===== config.mk =====
export PLATFORM = sky130hd
export DESIGN_NAME = prio_irq_arbiter
export DESIGN_NICKNAME = d
export VERILOG_FILES = /design/src/rtl/prio_arb_pkg.sv /design/src/rtl/prio_pick.sv /design/src/rtl/req_latch.sv /design/src/rtl/prio_irq_arbiter.sv
export SDC_FILE = /design/constraint.sdc
export NUM_CORES = 1
export LEC_CHECK = 0
export ABC_AREA = 1
export CORE_AREA = 2 2 129 68
export CTS_BUF_LIST = sky130_fd_sc_hd__clkbuf_8
export DETAILED_ROUTE_END_ITERATION = 7
export DIE_AREA = 0 0 131 70
export PLACE_DENSITY = 0.92
export SLEW_MARGIN = 20
export SYNTH_ARGS = -nofsm -noshare
export SYNTH_HDL_FRONTEND = slang
export SYNTH_HIERARCHICAL = 1
export SYNTH_SLANG_ARGS = --single-unit

===== constraint.sdc =====
create_clock -name clk -period 9.3 [get_ports clk]
set_input_delay 1.86 -clock clk [delete_from_list [all_inputs] [get_ports clk]]
set_output_delay 1.86 -clock clk [all_outputs]
set_load 0.1 [all_outputs]

===== src/rtl/prio_arb_pkg.sv =====
package prio_arb_pkg;
  typedef enum logic [2:0] {
    OP_NOP        = 3'd0,
    OP_EOI_BEST   = 3'd1,
    OP_EOI_BEST_R = 3'd2,
    OP_EOI_LINE   = 3'd3,
    OP_ROT_LINE   = 3'd4,
    OP_SET_BASE   = 3'd5
  } arb_op_e;
endpackage


===== src/rtl/prio_pick.sv =====
// Finds the best (lowest) priority level in a vector relative to a base.
// N must be a power of two so that index arithmetic wraps modulo N.
module prio_pick #(
  parameter int N  = 8,
  parameter int IW = $clog2(N)
) (
  input  logic [N-1:0]  vec,
  input  logic [IW-1:0] base,
  output logic [IW:0]   lvl,
  output logic [IW-1:0] line
);
  always_comb begin
    logic [IW-1:0] idx;
    lvl  = (IW+1)'(N);
    line = '0;
    for (int k = N-1; k >= 0; k--) begin
      idx = base + IW'(k);
      if (vec[idx]) begin
        lvl  = (IW+1)'(k);
        line = idx;
      end
    end
  end
endmodule


===== src/rtl/req_latch.sv =====
// One request bit with edge or level capture.
module req_latch (
  input  logic clk,
  input  logic rst,
  input  logic req,
  input  logic lvl_mode,
  input  logic clr,
  output logic pend_d,
  output logic pend_q
);
  logic last_q;
  logic rise;

  assign rise = req && !last_q;

  always_comb begin
    if (lvl_mode) pend_d = req;
    else          pend_d = rise || (pend_q && !clr);
  end

  always_ff @(posedge clk) begin
    if (rst) begin
      last_q <= 1'b0;
      pend_q <= 1'b0;
    end else begin
      last_q <= req;
      pend_q <= pend_d;
    end
  end

  // an edge-mode bit never turns on without a rising input
  p_edge_only_r4: assert property (@(posedge clk) disable iff (rst)
    (!lvl_mode && !rise && !pend_q) |=> !pend_q);

  // a level-mode bit equals the input sampled at the previous edge
  p_lvl_follow_r5: assert property (@(posedge clk) disable iff (rst)
    lvl_mode |=> (pend_q == $past(req)));
endmodule


===== src/rtl/prio_irq_arbiter.sv =====
module prio_irq_arbiter
  import prio_arb_pkg::*;
#(
  parameter int N_LINES   = 8,
  parameter int CASC_LINE = 2,
  parameter bit IS_MASTER = 1'b1,
  localparam int IW       = $clog2(N_LINES)
) (
  input  logic               clk,
  input  logic               rst,
  input  logic [N_LINES-1:0] req_in,
  input  logic [N_LINES-1:0] trig_level,
  input  logic               mask_we,
  input  logic [N_LINES-1:0] mask_wdata,
  input  logic               sm_en,
  input  logic               sfn_en,
  input  logic               ack,
  input  logic [2:0]         op_code,
  input  logic [IW-1:0]      op_line,
  output logic               irq_out,
  output logic [IW-1:0]      win_line,
  output logic [N_LINES-1:0] req_pend,
  output logic [N_LINES-1:0] in_svc,
  output logic [IW-1:0]      prio_base
);
  localparam logic [N_LINES-1:0] CASC_BIT = N_LINES'(1) << CASC_LINE;

  arb_op_e            op;
  logic [N_LINES-1:0] irr_d, irr_q;
  logic [N_LINES-1:0] isr_d, isr_q;
  logic [N_LINES-1:0] mask_d, mask_q;
  logic [IW-1:0]      base_d, base_q;
  logic               irq_d, irq_q;
  logic [IW-1:0]      win_d, win_q;
  logic               ack_hit;
  logic [IW:0]        eoi_lvl, pend_lvl, svc_lvl;
  logic [IW-1:0]      eoi_line, pend_line, svc_line;
  logic [N_LINES-1:0] pend_vec, svc_vec;

  assign op      = arb_op_e'(op_code);
  assign ack_hit = ack && irq_q;

  // Request capture, one latch per line
  for (genvar g = 0; g < N_LINES; g++) begin : g_req
    req_latch u_lat (
      .clk      (clk),
      .rst      (rst),
      .req      (req_in[g]),
      .lvl_mode (trig_level[g]),
      .clr      (ack_hit && (win_q == IW'(g))),
      .pend_d   (irr_d[g]),
      .pend_q   (irr_q[g])
    );
  end

  // Best in-service line for non-specific end of service (current state)
  prio_pick #(.N(N_LINES)) u_eoi_pick (
    .vec(isr_q), .base(base_q), .lvl(eoi_lvl), .line(eoi_line));

  // In-service and base next state
  always_comb begin
    isr_d  = isr_q;
    base_d = base_q;
    unique case (op)
      OP_EOI_BEST, OP_EOI_BEST_R: begin
        if (eoi_lvl != (IW+1)'(N_LINES)) begin
          isr_d[eoi_line] = 1'b0;
          if (op == OP_EOI_BEST_R) base_d = eoi_line + 1'b1;
        end
      end
      OP_EOI_LINE: isr_d[op_line] = 1'b0;
      OP_ROT_LINE: begin
        isr_d[op_line] = 1'b0;
        base_d         = op_line + 1'b1;
      end
      OP_SET_BASE: base_d = op_line + 1'b1;
      default: ;
    endcase
    if (ack_hit) isr_d[win_q] = 1'b1;
  end

  assign mask_d = mask_we ? mask_wdata : mask_q;

  // Decision on next-state values, so outputs align with state
  assign pend_vec = irr_d & ~mask_d;
  always_comb begin
    svc_vec = isr_d;
    if (sm_en) svc_vec = svc_vec & ~mask_d;
    if (IS_MASTER && sfn_en) svc_vec = svc_vec & ~CASC_BIT;
  end

  prio_pick #(.N(N_LINES)) u_pend_pick (
    .vec(pend_vec), .base(base_d), .lvl(pend_lvl), .line(pend_line));
  prio_pick #(.N(N_LINES)) u_svc_pick (
    .vec(svc_vec), .base(base_d), .lvl(svc_lvl), .line(svc_line));

  assign irq_d = (pend_lvl < svc_lvl);
  assign win_d = (pend_lvl != (IW+1)'(N_LINES)) ? pend_line : '0;

  always_ff @(posedge clk) begin
    if (rst) begin
      isr_q  <= '0;
      mask_q <= '0;
      base_q <= '0;
      irq_q  <= 1'b0;
      win_q  <= '0;
    end else begin
      isr_q  <= isr_d;
      mask_q <= mask_d;
      base_q <= base_d;
      irq_q  <= irq_d;
      win_q  <= win_d;
    end
  end

  assign irq_out   = irq_q;
  assign win_line  = win_q;
  assign req_pend  = irr_q;
  assign in_svc    = isr_q;
  assign prio_base = base_q;

  // reset clears the whole state
  p_reset_clear_r1: assert property (@(posedge clk)
    rst |=> (isr_q == '0 && mask_q == '0 && base_q == '0 && !irq_q));

  // a raised output always names a pending, unmasked line
  p_win_pending_r2: assert property (@(posedge clk) disable iff (rst)
    irq_q |-> (irr_q[win_q] && !mask_q[win_q]));

  // acknowledge moves the winner into service
  p_ack_sets_isr_r4: assert property (@(posedge clk) disable iff (rst)
    (ack && irq_q && op == OP_NOP) |=> isr_q[$past(win_q)]);

  // end of service with nothing in service changes nothing
  p_eoi_empty_r8: assert property (@(posedge clk) disable iff (rst)
    ((op == OP_EOI_BEST || op == OP_EOI_BEST_R) && isr_q == '0 && !ack)
      |=> (isr_q == '0 && $stable(base_q)));

  // set-base places the base one past the operand
  p_set_base_r9: assert property (@(posedge clk) disable iff (rst)
    (op == OP_SET_BASE) |=> ((base_q - 1'b1) == $past(op_line)));
endmodule


=== Word-level counts from Yosys, hierarchy flattened ===
Cells that the tools add are included.
W data, S select, Z words.

* Bits in registers: 39
* Input port bits: 36
* Output and inout port bits: 23
* Word-level logic and storage cells: 251
* RAM bits: 0
* Memories: 0
* Bits in latches: 0
* Bits in read-only memories: 0

* Mux-type cells: 111
* Bitwise operators: 9
* Multiply operators: 0
* Shifts and indexed selects: 0
* Add/subtract/negate cells: 16
* Equality and inequality tests: 14
* Reduce and logical (&&, ||, !) cells: 57
* $lt $le $gt $ge: 23
* Div/mod/pow operators: 0

{| class="wikitable"
|+ Operator list
! operator !! number
|-
| $mux W4 || 24
|-
| $lt A3 B4 Y1 const B || 19
|-
| $bmux W1 S3 || 24
|-
| $mux W3 || 19
|-
| $mux W1 || 35
|-
| $and A8 B8 Y8 || 4
|-
| $mux W8 || 4
|-
| $logic_and A1 B1 Y1 || 28
|-
| $add A3 B3 Y3 const B || 8
|-
| $not A8 Y8 || 3
|-
| $eq A3 B3 Y1 const B || 6
|-
| $logic_not A1 Y1 || 16
|-
| $pmux W8 S2 || 1
|-
| $add A3 B1 Y3 const B || 4
|-
| $add A3 B2 Y3 const B || 4
|-
| $eq A3 B2 Y1 const B || 4
|-
| $demux W1 S3 || 3
|-
| $ge A3 B1 Y1 const B || 3
|-
| $logic_or A1 B1 Y1 || 8
|-
| $ne A4 B4 Y1 const B || 2
|-
| $or A8 B8 Y8 || 1
|-
| $reduce_or A2 Y1 || 4
|-
| $eq A3 B1 Y1 const B || 2
|-
| $pmux W3 S2 || 1
|-
| other kinds (3) || 3
|}

=== Depth between registers and ports, before layout ===
* Word-level depth: 35
* Gate-level depth with buffers: 47
* Depth with buffers taken out: 45

=== Cells and area by module ===
Netlist, hierarchy kept.

{| class="wikitable"
|+ Modules (own cells, without submodules)
! module !! cells each !! times used !! seq. area each (µm²) !! area each (µm²)
|-
| prio_pick || 136 || 3 || 0.0 || 744.5
|-
| prio_irq_arbiter || 245 || 1 || 460.4 || 1,600.3
|-
| req_latch || 11 || 8 || 40.0 || 82.6
|}

=== Worst setup path before layout ===
OpenSTA, ideal clock, no wires.

* Path type: reg2reg
* Start: register base_q[0], in the netlist prio_base[0]
* End: register irq_q, in the netlist irq_out
* Path buffers: 4
* Clock period less this slack: 5.376 ns
* Setup time: 0.078 ns
* Required time: 9.222 ns
* Slack: 3.924 ns
* Cell stages (with the launch flop): 39
* Arrival time: 5.298 ns
* Path through: dfxtp_1 buf_6 inv_8 ha_1 buf_2 inv_2 nand3_1 nand3_2 nand2_2 inv_2 nand2_1 nand2_1 nand2_1 nand2_1 nand2_1 nand2_2 a21oi_2 ha_1 (+3 left out) nand2_1 buf_6 inv_4 ha_1 buf_2 inv_2 nand3_1 nand3_2 nand2_2 nor2_1 o21ai_0 a21boi_0 ha_1 o21ai_0 nand2_1 a21oi_1 nor2_1 nor3_1

* Elaborated cells on any way between the ends: 114
* Classes of those cells: add/sub: 15; order compare: 3; eq/ne: 1; mux: 90; bitwise: 4; reduce/logical: 1

{| class="wikitable"
|+ RTL lines
! element !! RTL line !! source
|-
| from (decl) || prio_irq_arbiter.sv:32 || <nowiki>logic [IW-1:0] base_d, base_q;</nowiki>
|-
| from (signal assigned) || prio_irq_arbiter.sv:110 || <nowiki>base_q <= base_d;</nowiki>
|-
| $add A3 B3 Y3 || prio_pick.sv:17 || <nowiki>idx = base + IW'(k);</nowiki>
|-
| $bmux W1 S3 || prio_pick.sv:18 || <nowiki>if (vec[idx]) begin</nowiki>
|-
| $mux W1 (implied by the code) || prio_pick.sv:18 ||
|-
| $mux W3 (7 in series) || prio_pick.sv:18 ||
|-
| $mux W3 * || prio_pick.sv:18 ||
|-
| via eoi_line[0] || prio_irq_arbiter.sv:37 || <nowiki>logic [IW-1:0] eoi_line, pend_line, svc_line;</nowiki>
|-
| $add A3 B1 Y3 * || prio_irq_arbiter.sv:68 || <nowiki>if (op == OP_EOI_BEST_R) base_d = eoi_line + 1'b1;</nowiki>
|-
| $mux W3 * || prio_irq_arbiter.sv:68 ||
|-
| (+2 left out) || -- ||
|-
| via base_d[1] || prio_irq_arbiter.sv:32 ||
|-
| $add A3 B3 Y3 || prio_pick.sv:17 ||
|-
| $bmux W1 S3 || prio_pick.sv:18 ||
|-
| $mux W1 (implied by the code) || prio_pick.sv:18 ||
|-
| $mux W4 (7 in series) || prio_pick.sv:18 ||
|-
| $mux W4 * || prio_pick.sv:18 ||
|-
| via pend_lvl[1] || prio_irq_arbiter.sv:36 || <nowiki>logic [IW:0] eoi_lvl, pend_lvl, svc_lvl;</nowiki>
|-
| $lt A4 B4 Y1 * || prio_irq_arbiter.sv:97 || <nowiki>assign irq_d = (pend_lvl < svc_lvl);</nowiki>
|-
| to (signal assigned) || prio_irq_arbiter.sv:111 || <nowiki>irq_q <= irq_d;</nowiki>
|-
| to (decl) || prio_irq_arbiter.sv:33 || <nowiki>logic irq_d, irq_q;</nowiki>
|}

The timed path passes the listed nets; every way through them passes the cells marked *. The select of a mux whose other input is x is not followed.
A chain may end at the register's enable or synchronous reset.

=== Worst setup path after layout ===
* Start: register base_q[0], in the netlist prio_base[0]
* End: register irq_q, in the netlist irq_out

* Elaborated cells on any way between the ends: 114
* Classes of those cells: add/sub: 15; order compare: 3; eq/ne: 1; mux: 90; bitwise: 4; reduce/logical: 1

{| class="wikitable"
|+ RTL lines
! element !! RTL line !! source
|-
| $add A3 B3 Y3 || prio_pick.sv:17 ||
|-
| $bmux W1 S3 || prio_pick.sv:18 ||
|-
| $mux W1 (implied by the code) || prio_pick.sv:18 ||
|-
| $mux W4 (7 in series) || prio_pick.sv:18 ||
|-
| $mux W4 * || prio_pick.sv:18 ||
|-
| via eoi_lvl[2] || prio_irq_arbiter.sv:36 ||
|-
| $ne A4 B4 Y1 * || prio_irq_arbiter.sv:66 || <nowiki>if (eoi_lvl != (IW+1)'(N_LINES)) begin</nowiki>
|-
| $mux W3 * || prio_irq_arbiter.sv:66 ||
|-
| $pmux W3 S2 * || prio_irq_arbiter.sv:64 || <nowiki>unique case (op)</nowiki>
|-
| via base_d[0] || prio_irq_arbiter.sv:32 ||
|-
| $add A3 B3 Y3 || prio_pick.sv:17 ||
|-
| $bmux W1 S3 || prio_pick.sv:18 ||
|-
| $mux W1 (implied by the code) || prio_pick.sv:18 ||
|-
| $mux W4 (7 in series) || prio_pick.sv:18 ||
|-
| $mux W4 * || prio_pick.sv:18 ||
|-
| via pend_lvl[1] || prio_irq_arbiter.sv:36 ||
|-
| $lt A4 B4 Y1 * || prio_irq_arbiter.sv:97 ||
|}

Marks and branches as above.

==> results.txt <==
Worst path slowest cell: nand2_1
post-route insts no fill: 875
die extent in x: 131 um
Core Rows: 24
reg2reg start: prio_base[0]$_SDFF_PP0_
critical path endpoint: irq_out$_SDFF_PP0_
Port-buffer cells: 58
Total Power: 0.00153 W
post-synthesis net count: 755
root buf cell: clkbuf_8
VDD IR max: 117 uV
Max Cap Viol: 0
most frequent CP cell: nand2_1
postcts setup bufs: 0
DRT Wirelength: 12400 um
syn avg cell area: 6.13 um^2
global-route wire length before repair: 20200 um
DR vias/cell: 5.48
crit path time final: 6.20 ns
status: complete, no violations
accumulated negative setup slack: 0 ns
CP Max Fanout: 21
Slew Limit Fails: 0
die area: 9170 um^2
wire per inst: 14.2 um
Pleak: 2.35 nW
Global Route Usage Sum: 27.5%
CTS H-tree lvls: 2
worst hold path class: flip-flop to flip-flop
Syn Inst Count: 708
critical path class: flip-flop to flip-flop
clk sinks: 39
share of post-route cells with drive strength above 1: 19.9%
Initial Util: 52.6%
RR Endpoint: irq_out$_SDFF_PP0_
Core ar.: 8260 um^2
relative slew slack: 34.3%
Layout fillers: 736
worst skew pair latency: 0.30 ns
Hold Crit Depth: 3
clk buf depth: 2
Worst Skew: 0.0108 ns
Post-route DRC: 0
CP required: 9.53 ns
antenna viol nets, final: 0
critical path startpoint: prio_base[0]$_SDFF_PP0_
Worst path top cell family by delay: simple AND/OR/NAND/NOR gates
worst path buffer plus inverter count: 4
DR pass1 iterations: 7
Final Util: 61.1%
CTS tree: yes
DP Area: 4930 um^2
flop-to-flop setup slack: 3.10 ns
largest net degree at the start of global routing: 38
GRT overflow: 0
number of instances in the placed design: 867
Hold Vio Cnt, Final: 0
R2R depth: 30
Post-Syn Area: 4340 um^2
Layout area overhead: 16.2%
PwrDens: 303 nW/um^2
Die Ht: 70 um
max incr delay on CP: 0.74 ns
cell count along the critical path: 30
Num CTS Buffers: 5
post_cts resized: 0
endpoints failing setup: 0
IO Pins: 59
worst slew pin tran: 0.983 ns
antenna violations before repair: 0
Critical Path AT: 6.43 ns
YS warnings: 6
final instance area: 5040 um^2
Setup crit end kind: flip-flop
CP Launch Type: flip-flop
Iter 0 DRT Violations: 620
ANT cells: 0
Nets: 804
period utilisation layout: 66.6%
global placement routability congestion: 1.05
maximum clock frequency: 0.161 GHz
hpwl dp: 10000 um
via count: 4798
Reg clk slew, reported paths: 0.09 ns
vias in the first global route: 4202
RSZ-0062 raised after global routing: no
CTS Hold Buffers Added: 0
-- how the worst min path moves through the flow --
| stage | slack, ns | startpoint | to |
|---|---|---|---|
| after floorplan | 0.47 | mask_q[2]$_SDFF_PP0_ | mask_q[2]$_SDFF_PP0_ |
| after global placement | 0.49 | mask_q[7]$_SDFF_PP0_ | mask_q[7]$_SDFF_PP0_ |
| after detailed placement | 0.50 | g_req[2].u_lat/last_q$_SDFF_PP0_ | g_req[2].u_lat/pend_q$_SDFF_PP0_ |
| after CTS | 0.52 | g_req[2].u_lat/last_q$_SDFF_PP0_ | g_req[2].u_lat/pend_q$_SDFF_PP0_ |
| after global routing | 0.53 | g_req[1].u_lat/last_q$_SDFF_PP0_ | g_req[1].u_lat/pend_q$_SDFF_PP0_ |
| final | 0.52 | g_req[2].u_lat/last_q$_SDFF_PP0_ | g_req[2].u_lat/pend_q$_SDFF_PP0_ |
-- per-layer routing --
layer	routed length [um]	part of all wire [%]	up-vias	global-route usage, %
li1	-	-	2351	-
met1	6080	49	2118	42.8
met2	4590	37	309	37.2
met3	1590	13	20	8.58
met4	136	1.1	0	3.31
met5	0	0	-	0
-- cell usage in the layout, fill, tap and decap left out, types with 5 or more instances in the layout --
cell	n
nand2_4	6
inv_2	22
clkdlybuf4s50_1	58
nand3_2	30
dfxtp_1	39
o21ai_0	6
clkbuf_8	5
inv_1	76
nand2_1	172
o21ai_2	6
nand3_1	107
nor3_1	9
ha_1	11
and2_1	8
mux2i_1	8
nor2_1	66
nand2_2	48
a21oi_2	13
inv_4	7
a21oi_1	36
-- sequential cells by signal, indices dropped and copies added, names as in the netlist --
name / cells
mask_q: 8
g_req.u_lat/pend_q: 8
in_svc: 8
prio_base: 3
win_line: 3
g_req.u_lat/last_q: 8
irq_out: 1
-- power by group --
group	leakage (nW)	switching [W]	internal [W]
Clock	0.0581	0.0000666	0.0000800
Combinational	1.97	0.000802	0.000367
Sequential	0.322	0.0000276	0.000187
-- tightest hold or removal path, stage by stage (launching register included) --
cell and delay, ns:
dfxtp_1 0.32, nand2_1 0.06, nand2_2 0.06, a21oi_2 0.04
-- cell type report --
cell class | instances | area, um^2 | share of cell area (%)
Tap cell | 117 | 146 | 2.90
Sequential cell | 39 | 781 | 15.5
Clock inverter | 3 | 43.8 | 0.868
Inverter | 108 | 445 | 8.83
Multi-Input combinational cell | 544 | 2970 | 58.9
Clock buffer | 5 | 68.8 | 1.36
Timing Repair Buffer | 59 | 588 | 11.7
-- per-stage QoR --
step,setup slack (ns),hold slack [ns]
floorplan,3.92,0.468
CTS,3.25,0.515
detailed placement,3.18,0.502
global placement,3.35,0.487
global route,2.52,0.532
finish,3.10,0.516
Power figures use the tool's default switching activity.
